File: config.mk
export PLATFORM = sky130hd
export DESIGN_NAME = hp_slot_ctrl
export DESIGN_NICKNAME = d
export VERILOG_FILES = /design/src/rtl/hp_pkg.sv /design/src/rtl/hp_win_decode.sv /design/src/rtl/hp_eject_pick.sv /design/src/rtl/hp_slot_regs.sv /design/src/rtl/hp_read_mux.sv /design/src/rtl/hp_slot_ctrl.sv
export SDC_FILE = /design/constraint.sdc
export NUM_CORES = 1
export LEC_CHECK = 0
export BUFFER_PORTS_ARGS = -buffer_cell sky130_fd_sc_hd__buf_4
export CAP_MARGIN = 20
export CORE_ASPECT_RATIO = 0.8
export CORE_MARGIN = 2
export CORE_UTILIZATION = 45
export DETAILED_ROUTE_END_ITERATION = 6
export GPL_TIMING_DRIVEN = 1
export MAX_ROUTING_LAYER = met4
export PLACE_DENSITY_LB_ADDON = 0.2
export SYNTH_ARGS = -nofsm -noshare
export SYNTH_HDL_FRONTEND = slang
export SYNTH_SLANG_ARGS = --single-unit
File: constraint.sdc
create_clock -name clk -period 1.66 [get_ports clk]
set_input_delay 0.083 -clock clk [delete_from_list [all_inputs] [get_ports clk]]
set_output_delay 0.083 -clock clk [all_outputs]
set_load 0.03 [all_outputs]
File: src/rtl/hp_pkg.sv
package hp_pkg;

    localparam int REG_W = 32;

    // Register slot inside the window; index = byte offset / 4.
    typedef enum logic [1:0] {
        REG_RECHECK = 2'd0,
        REG_PENDING = 2'd1,
        REG_EJECT   = 2'd2,
        REG_RMVABLE = 2'd3
    } win_reg_e;

    typedef struct packed {
        logic     rd;
        logic     wr;
        logic     hit;
        win_reg_e reg_id;
    } win_cmd_t;

    // Byte b of register r is decoded only when it lies inside the span.
    function automatic logic byte_in_window(win_reg_e r, int unsigned b, int unsigned span);
        return (int'(r) * 4 + int'(b)) < int'(span);
    endfunction

endpackage

File: src/rtl/hp_win_decode.sv
module hp_win_decode
    import hp_pkg::*;
#(
    parameter int              ADDR_W   = 16,
    parameter logic [ADDR_W-1:0] WIN_BASE = 'hAE00,
    parameter int              WIN_SPAN = 15
) (
    input  logic              io_rd,
    input  logic              io_wr,
    input  logic [ADDR_W-1:0] io_addr,
    output win_cmd_t          cmd
);
    localparam logic [ADDR_W-1:0] SPAN_L = ADDR_W'(WIN_SPAN);

    logic [ADDR_W-1:0] off;

    always_comb begin
        off        = io_addr - WIN_BASE;
        cmd.rd     = io_rd;
        cmd.wr     = io_wr;
        cmd.hit    = (io_addr >= WIN_BASE) && (off < SPAN_L) && (off[1:0] == 2'b00);
        cmd.reg_id = win_reg_e'(off[3:2]);
    end
endmodule

File: src/rtl/hp_eject_pick.sv
module hp_eject_pick #(
    parameter int NUM_SLOTS = 32
) (
    input  logic                 go,
    input  logic [NUM_SLOTS-1:0] value,
    output logic [NUM_SLOTS-1:0] eject_oh,
    output logic                 eject_go
);
    logic [NUM_SLOTS-1:0] lowest;

    always_comb begin
        lowest   = value & (~value + NUM_SLOTS'(1));
        eject_go = go && (value != '0);
        eject_oh = eject_go ? lowest : '0;
    end
endmodule

File: src/rtl/hp_slot_regs.sv
module hp_slot_regs #(
    parameter int NUM_SLOTS = 32
) (
    input  logic                 clk,
    input  logic                 rst,
    input  logic [NUM_SLOTS-1:0] occupied,
    input  logic [NUM_SLOTS-1:0] fixed_slots,
    input  logic [NUM_SLOTS-1:0] hot_ins,
    input  logic [NUM_SLOTS-1:0] hot_rem,
    input  logic [NUM_SLOTS-1:0] cold_ins,
    input  logic [NUM_SLOTS-1:0] eject_oh,
    output logic [NUM_SLOTS-1:0] present,
    output logic [NUM_SLOTS-1:0] pending,
    output logic [NUM_SLOTS-1:0] hp_en,
    output logic [NUM_SLOTS-1:0] slot_release,
    output logic                 gpe_set
);
    for (genvar s = 0; s < NUM_SLOTS; s++) begin : g_slot
        logic pres_n, pend_n, rel_n, retire;

        always_comb begin
            retire = eject_oh[s] && hp_en[s];
            rel_n  = retire;
            // eject first, then incoming events win
            pres_n = (present[s] && !retire) || hot_ins[s] || cold_ins[s];
            pend_n = (pending[s] && !eject_oh[s]) || hot_rem[s];
        end

        always_ff @(posedge clk) begin
            if (rst) begin
                slot_release[s] <= pending[s] && !fixed_slots[s];
                present[s]      <= occupied[s] && !(pending[s] && !fixed_slots[s]);
                pending[s]      <= 1'b0;
                hp_en[s]        <= !fixed_slots[s];
            end else begin
                slot_release[s] <= rel_n;
                present[s]      <= pres_n;
                pending[s]      <= pend_n;
            end
        end
    end

    always_ff @(posedge clk) begin
        if (rst) gpe_set <= 1'b0;
        else     gpe_set <= |(hot_ins | hot_rem);
    end
endmodule

File: src/rtl/hp_read_mux.sv
module hp_read_mux
    import hp_pkg::*;
#(
    parameter int NUM_SLOTS = 32,
    parameter int WIN_SPAN  = 15
) (
    input  logic                 clk,
    input  logic                 rst,
    input  win_cmd_t             cmd,
    input  logic [NUM_SLOTS-1:0] present,
    input  logic [NUM_SLOTS-1:0] pending,
    input  logic [NUM_SLOTS-1:0] hp_en,
    output logic [REG_W-1:0]     rdata
);
    logic [REG_W-1:0] raw, mask, rd_n;

    always_comb begin
        unique case (cmd.reg_id)
            REG_RECHECK: raw = REG_W'(present & hp_en);
            REG_PENDING: raw = REG_W'(pending);
            REG_EJECT:   raw = '0;
            REG_RMVABLE: raw = REG_W'(hp_en);
            default:     raw = '0;
        endcase
        for (int b = 0; b < REG_W / 8; b++) begin
            mask[b*8 +: 8] = byte_in_window(cmd.reg_id, b, WIN_SPAN) ? 8'hFF : 8'h00;
        end
        rd_n = (cmd.rd && cmd.hit) ? (raw & mask) : '0;
    end

    always_ff @(posedge clk) begin
        if (rst) rdata <= '0;
        else     rdata <= rd_n;
    end
endmodule

File: src/rtl/hp_slot_ctrl.sv
module hp_slot_ctrl
    import hp_pkg::*;
#(
    parameter int                NUM_SLOTS = 32,
    parameter int                ADDR_W    = 16,
    parameter logic [ADDR_W-1:0] WIN_BASE  = 'hAE00,
    parameter int                WIN_SPAN  = 15
) (
    input  logic                 clk,
    input  logic                 rst,
    input  logic                 io_rd,
    input  logic                 io_wr,
    input  logic [ADDR_W-1:0]    io_addr,
    input  logic [REG_W-1:0]     io_wdata,
    output logic [REG_W-1:0]     io_rdata,
    input  logic [NUM_SLOTS-1:0] hot_ins,
    input  logic [NUM_SLOTS-1:0] hot_rem,
    input  logic [NUM_SLOTS-1:0] cold_ins,
    input  logic [NUM_SLOTS-1:0] fixed_slots,
    input  logic [NUM_SLOTS-1:0] occupied,
    output logic [NUM_SLOTS-1:0] slot_release,
    output logic                 gpe_set
);
    win_cmd_t             cmd;
    logic [NUM_SLOTS-1:0] eject_oh, present, pending, hp_en;
    logic                 eject_go, wr_eject;

    hp_win_decode #(.ADDR_W(ADDR_W), .WIN_BASE(WIN_BASE), .WIN_SPAN(WIN_SPAN)) u_dec (
        .io_rd(io_rd), .io_wr(io_wr), .io_addr(io_addr), .cmd(cmd)
    );

    assign wr_eject = cmd.wr && cmd.hit && (cmd.reg_id == REG_EJECT);

    hp_eject_pick #(.NUM_SLOTS(NUM_SLOTS)) u_pick (
        .go(wr_eject), .value(io_wdata[NUM_SLOTS-1:0]),
        .eject_oh(eject_oh), .eject_go(eject_go)
    );

    hp_slot_regs #(.NUM_SLOTS(NUM_SLOTS)) u_regs (
        .clk(clk), .rst(rst), .occupied(occupied), .fixed_slots(fixed_slots),
        .hot_ins(hot_ins), .hot_rem(hot_rem), .cold_ins(cold_ins),
        .eject_oh(eject_oh), .present(present), .pending(pending),
        .hp_en(hp_en), .slot_release(slot_release), .gpe_set(gpe_set)
    );

    hp_read_mux #(.NUM_SLOTS(NUM_SLOTS), .WIN_SPAN(WIN_SPAN)) u_rmux (
        .clk(clk), .rst(rst), .cmd(cmd), .present(present),
        .pending(pending), .hp_en(hp_en), .rdata(io_rdata)
    );

    logic unused_go;
    assign unused_go = eject_go;
endmodule

; Yosys cells after proc, flatten, opt, wreduce, memory -nomap -nowiden
; Cells that the tools add are included.
[word_totals]
ff_bits = 161
latch_bits = 0
mem_bits_rw = 0
romBits = 0
in_bits = 212
output_inout_bits = 65
word_cells = 615
mem_count = 0
[classes]
n_addsub = 5
multipliers = 0
div_mod_pow = 0
magnitude_cmp = 6
n_eq_ne = 3
shift = 0
n_mux = 70
bitwise = 6
reduce_logical = 395
[op_table]
columns = cell, count
row1 = $logic_and A1 B1 Y1, 166
row2 = $logic_not A1 Y1, 128
row3 = $pmux W32 S4, 1
row4 = $and A32 B32 Y32, 3
row5 = $logic_or A1 B1 Y1, 96
row6 = $lt A32 B5 Y1 const B, 3
row7 = $mux W1, 64
row8 = $add A32 B1 Y32 const B, 1
row9 = $mux W32, 1
row10 = $mux W8, 4
row11 = $not A32 Y32, 1
row12 = $or A32 B32 Y32, 1
row13 = $reduce_bool A32 Y1, 1
row14 = $reduce_or A32 Y1, 1
row15 = $ge A16 B16 Y1 const B, 1
row16 = $lt A16 B4 Y1 const B, 1
row17 = $sub A16 B16 Y16 const B, 1
row18 = $add A4 B2 Y5 const B, 2
row19 = $add A4 B1 Y5 const B, 1
row20 = $eq A2 B2 Y1 const B, 2
row21 = $logic_not A2 Y1, 2
row22 = $lt A4 B4 Y1 const B, 1
row23 = $eq A2 B1 Y1 const B, 1
row24 = $reduce_or A2 Y1, 1
row25 = $not A1 Y1, 1

; Logic depth before layout (Yosys ltp)
[depth]
depth_word = 14
mapped_depth = 8
ltp_nobuf = 5

; Modules after synthesis
; A second synthesis with hierarchy kept.
[unflattened]
hier_cells = 751
area_unflattened_um2 = 6956.7
[modules_own_cells]
columns = mod, instances, cells_each, area_per_inst_um2, seq_area_each_um2
row1 = hp_slot_regs, 1, 521, 4827.1, 2902.8
row2 = hp_read_mux, 1, 144, 1530.2, 640.6
row3 = hp_eject_pick, 1, 72, 476.7, 0.0
row4 = hp_win_decode, 1, 13, 112.6, 0.0
row5 = hp_slot_ctrl, 1, 1, 10.0, 0.0

; Worst setup path after synthesis
; No wires, ideal clock.
[synth_timing]
path_type = input -> register
from = input port io_addr[9]
to = register u_rmux.rdata[25]
setup_time_ns = 0.074
arrival_time_ns = 1.707
required_time_ns = 1.586
setup_slack_ns = -0.121
cell_stages = 7
n_path_buf = 2
cell_sequence = ha_1 -> nor4b_4 -> nand2_2 -> or4b_1 -> buf_6 -> buf_12 -> nor3_4
[synth_via]
elab_chain_cells = 7
elab_cells_between_ends = 8
classes_between = add/sub: 1 / order compare: 2 / bitwise: 1 / reduce/logical: 4
[synth_rtl]
columns = item, line
row1 = start: declaration, hp_slot_ctrl.sv:13  ; input logic [ADDR_W-1:0] io_addr,
row2 = $sub A16 B16 Y16, hp_win_decode.sv:18  ; off = io_addr - WIN_BASE;
row3 = $lt A16 B4 Y1, hp_win_decode.sv:21  ; cmd.hit = (io_addr >= WIN_BASE) && (off < SPAN_L) && (off[1:0] == 2'b00);
row4 = $logic_and A1 B1 Y1 * (2 in a row), hp_win_decode.sv:21
row5 = $logic_and A1 B1 Y1 *, hp_read_mux.sv:28  ; rd_n = (cmd.rd && cmd.hit) ? (raw & mask) : '0;
row6 = $not A1 Y1 (no source line) *, -
row7 = $reduce_or A2 Y1 (no source line) *, -
row8 = end signal: assignment, hp_read_mux.sv:33  ; else rdata <= rd_n;
row9 = end: declaration, hp_read_mux.sv:13  ; output logic [REG_W-1:0] rdata
; Every way passes the cells marked *; elsewhere a longest branch is shown, timed or not.
; A chain may end at the register's enable or synchronous reset.

; Final worst setup path
[layout_timing]
from = input port io_wdata[27]
to = register u_regs.slot_release[31]
[layout_via]
elab_chain_cells = 6
elab_cells_between_ends = 8
classes_between = add/sub: 1 / mux: 2 / bitwise: 2 / reduce/logical: 3
[layout_rtl]
columns = item, line
row1 = start: declaration, hp_slot_ctrl.sv:14  ; input logic [REG_W-1:0] io_wdata,
row2 = $not A32 Y32, hp_eject_pick.sv:12  ; lowest = value & (~value + NUM_SLOTS'(1));
row3 = $add A32 B1 Y32, hp_eject_pick.sv:12
row4 = $and A32 B32 Y32, hp_eject_pick.sv:12
row5 = $mux W32 *, hp_eject_pick.sv:14  ; eject_oh = eject_go ? lowest : '0;
row6 = $logic_and A1 B1 Y1 *, hp_slot_regs.sv:22  ; retire = eject_oh[s] && hp_en[s];
row7 = $mux W1 *, hp_slot_regs.sv:30  ; if (rst) begin
row8 = end signal: indexed assignment, hp_slot_regs.sv:31  ; slot_release[s] <= pending[s] && !fixed_slots[s];
row9 = end signal: indexed assignment, hp_slot_regs.sv:36  ; slot_release[s] <= rel_n;
row10 = end: declaration, hp_slot_regs.sv:15  ; output logic [NUM_SLOTS-1:0] slot_release,
; Marked as above.

==> impl_metrics.ini <==
[yosys]
synth-async-reset-ratio_pct = 0
synth_area_per_cell_um2 = 8.96
synth_edf_count = 32
post_synth_num_cell_types = 66
synth_compound_area_share_pct = 18.1
synth_mux_area_share_pct = 1.10
ys_top_cells_by_area = dfxtp_1, edfxtp_1, nor2_1
synth_top_area_cell = dfxtp_1
synth.yosys.seq_area_share_pct = 47.4
synthSimpleGateAreaFrac_pct = 27.8
synth_nets = 1047
yosysWarnings = 0
ys_seq_elements = 161
synthFlopType = dfxtp_1
netlist_instances = 834
synth_xor_area_share_pct = 0.352
synth_top_area_share_pct = 34.5
synth_adder_area_share_pct = 0.167
syn_area_um2 = 7470
synth_top_family_by_area = simple AND/OR/NAND/NOR gates

[global_routing]
gr-total-overflow = 0
met3_usage_pct = 6.36
met1_usage_pct = 43.1
grt_pass1_wl_um = 44000
grt_pass1_vias = 8262
track_usage_pct = 33.2
grt_max_degree = 64
met2_usage_pct = 51.9
antenna_found_initial = 0
busiest_layer = met2

[timing]
setup_violations = 0
maxClockFrequency_mhz = 624
slew-limit-headroom_pct = 32.7
finClkSkew_ns = 0.00617
setup_slack_ns = 0.0565
min_period_ns = 1.60
fin_crit_sh_pct = 96.6
hold_viol_final = 0
worst_pin_slew_ns = 1.00
holdWs_ns = 0.0129
rsz0062_at_grt = no
slew_violations = 0

[floorplan]
io_pins = 277
die_y_um = 119
die_area_um2 = 17700
core_um2 = 16400
start_util_pct = 45.6
rows = 42
fp.dieW_um = 148

[routing]
totalWireLength_um = 29000
route.detailed.drc = 0
first_pass_iters = 5
drtIter0Drc = 675
vias = 8458
wl_per_cell_um = 19.2
vias_per_cell = 5.61
drtAntennaViolNets = 0

[clock_network]
clock_latency_ns = 0.42
cts_buffer_depth = 2
htree_levels = 4
cts_made_buffers = 17
cts_setup_buffers = 0
cts_root_buffer = clkbuf_16
clkTransAtPathRegs_ns = 0.06
cts_sinks = 161
tritoncts = yes

[placement]
portBuffers = 276
dp.cells = 1360
post-place-ws_ns = -0.251
placed_area_um2 = 10300
dp_hpwl_um = 20100
routabilityCongestion = 0.885

[finish]
nNetsFinal = 1488
syn_to_final_growth_pct = 60.6
utilization_pct = 73.2
fill_cells = 1240
layout_common_cells = buf_4, dfxtp_1, dlygate4sd3_1
diodes = 0
stdcell_area_um2 = 12000
final_common_cell = buf_4
stdcell_count = 1508
layout-drive-gt1-share_pct = 32.3

[min_path]
hp-class = input port to flop

[pwr]
peakVddDrop_v = 0.000661
leakage_nw = 5.23
power.density_nw_per_um2 = 820

[setup_path]
cp_data_arrival_time_ns = 1.93
required_ns = 1.99
critical_path_class = input port to flop
end_kind = flop
critPathLaunchType = input port
crit_path_max_fanout = 7

[flow_run]
maxCapViolCount = 0

[outcome]
status = completed
==> timing repair <==
action                     in CTS  in global routing
hold buffers                  116                  0
setup endpoints to repair       0                  1
hold endpoints to repair      108                  0
gates resized for setup         0                  1
==> sequential cells by signal (all words and copies together) (netlist names) <==
signal	cells
u_regs.gpe_set	1
u_regs.present	32
u_regs.pending	32
u_regs.slot_release	32
u_regs.hp_en	32
u_rmux.rdata	32
==> worst max-delay path, stage by stage <==
cell,delay (ns)
dlygate4sd3_1,0.56
buf_4,0.17
nor3_1,0.30
nand4b_1,0.19
or4_1,0.42
o21ai_1,0.21
==> final cells by class <==
| class | instances | area (um2) | area share [%] |
|---|---|---|---|
| Timing Repair Buffer | 464 | 3890 | 32.4 |
| Inverter | 42 | 158 | 1.31 |
| Sequential cell | 161 | 3540 | 29.5 |
| Clock buffer | 21 | 460 | 3.84 |
| Clock inverter | 11 | 106 | 0.886 |
| Multi-Input combinational cell | 589 | 3570 | 29.8 |
| Tap cell | 220 | 275 | 2.29 |
==> per-stage QoR <==
stage	total power, mW	TNS (ns)
2_1_floorplan	5.01	-0.0213
3_3_place_gp	5.83	-14.06
3_5_place_dp	5.86	-17.97
4_1_cts	9.83	0
5_1_grt	10.2	0
6_report	9.84	0
==> per-layer routing <==
metal | wire length [um] | vias up
li1 | - | 3974
met4 | 770 | 0
met5 | 0 | -
met1 | 12300 | 3958
met2 | 13400 | 464
met3 | 2530 | 62
==> cells in the mapped netlist (all sizes together), types with 3 or more instances <==
library cell,number
a21o,25
nor3b,11
a21bo,3
a31oi,21
a21oi,43
o21ai,23
a311oi,7
clkbuf,30
and3,4
a22oi,23
and2,3
nand3b,5
dfxtp,129
nand4b,3
o22ai,11
a31o,6
nand2,66
nor3,49
nor2b,22
or4,7
inv,42
buf,12
a41oi,3
o31ai,11
o41ai,4
nand3,28
nor4,38
mux2i,6
nor4b,4
nand4,18
a211oi,10
nor2,96
a21boi,3
and4,4
edfxtp,32
or3,5
nand2b,7
==> where the power goes <==
group,switching [mW],internal [mW]
registers,0.142,4.22
logic,0.783,0.895
clock network,1.65,2.16
total,2.57,7.27
==> final timing paths <==
path / from / endpoint / slack, ns / depth (start not counted)
hold / removal: cold_ins[1] / u_regs.present[1]$_DFF_P_ / 0.01 / 4
setup reg to reg: u_regs.pending[0]$_SDFF_PP0_ / u_regs.present[0]$_DFF_P_ / 0.10 / 5
setup / recovery: io_wdata[27] / u_regs.slot_release[31]$_DFF_P_ / 0.06 / 6
hold reg to reg: u_regs.present[5]$_DFF_P_ / u_regs.present[5]$_DFF_P_ / 0.48 / 2
==> cells by family (layout without fill, tap and decap cells) <==
kind of cell | after synthesis | after routing
flops | 161 | 161
xor+xnor | 3 | 3
fa+ha+maj | 1 | 1
buf+inv | 84 | 538
simple gates | 376 | 376
compound gates | 201 | 201
mux | 8 | 8
Power figures use the tool's default switching activity.
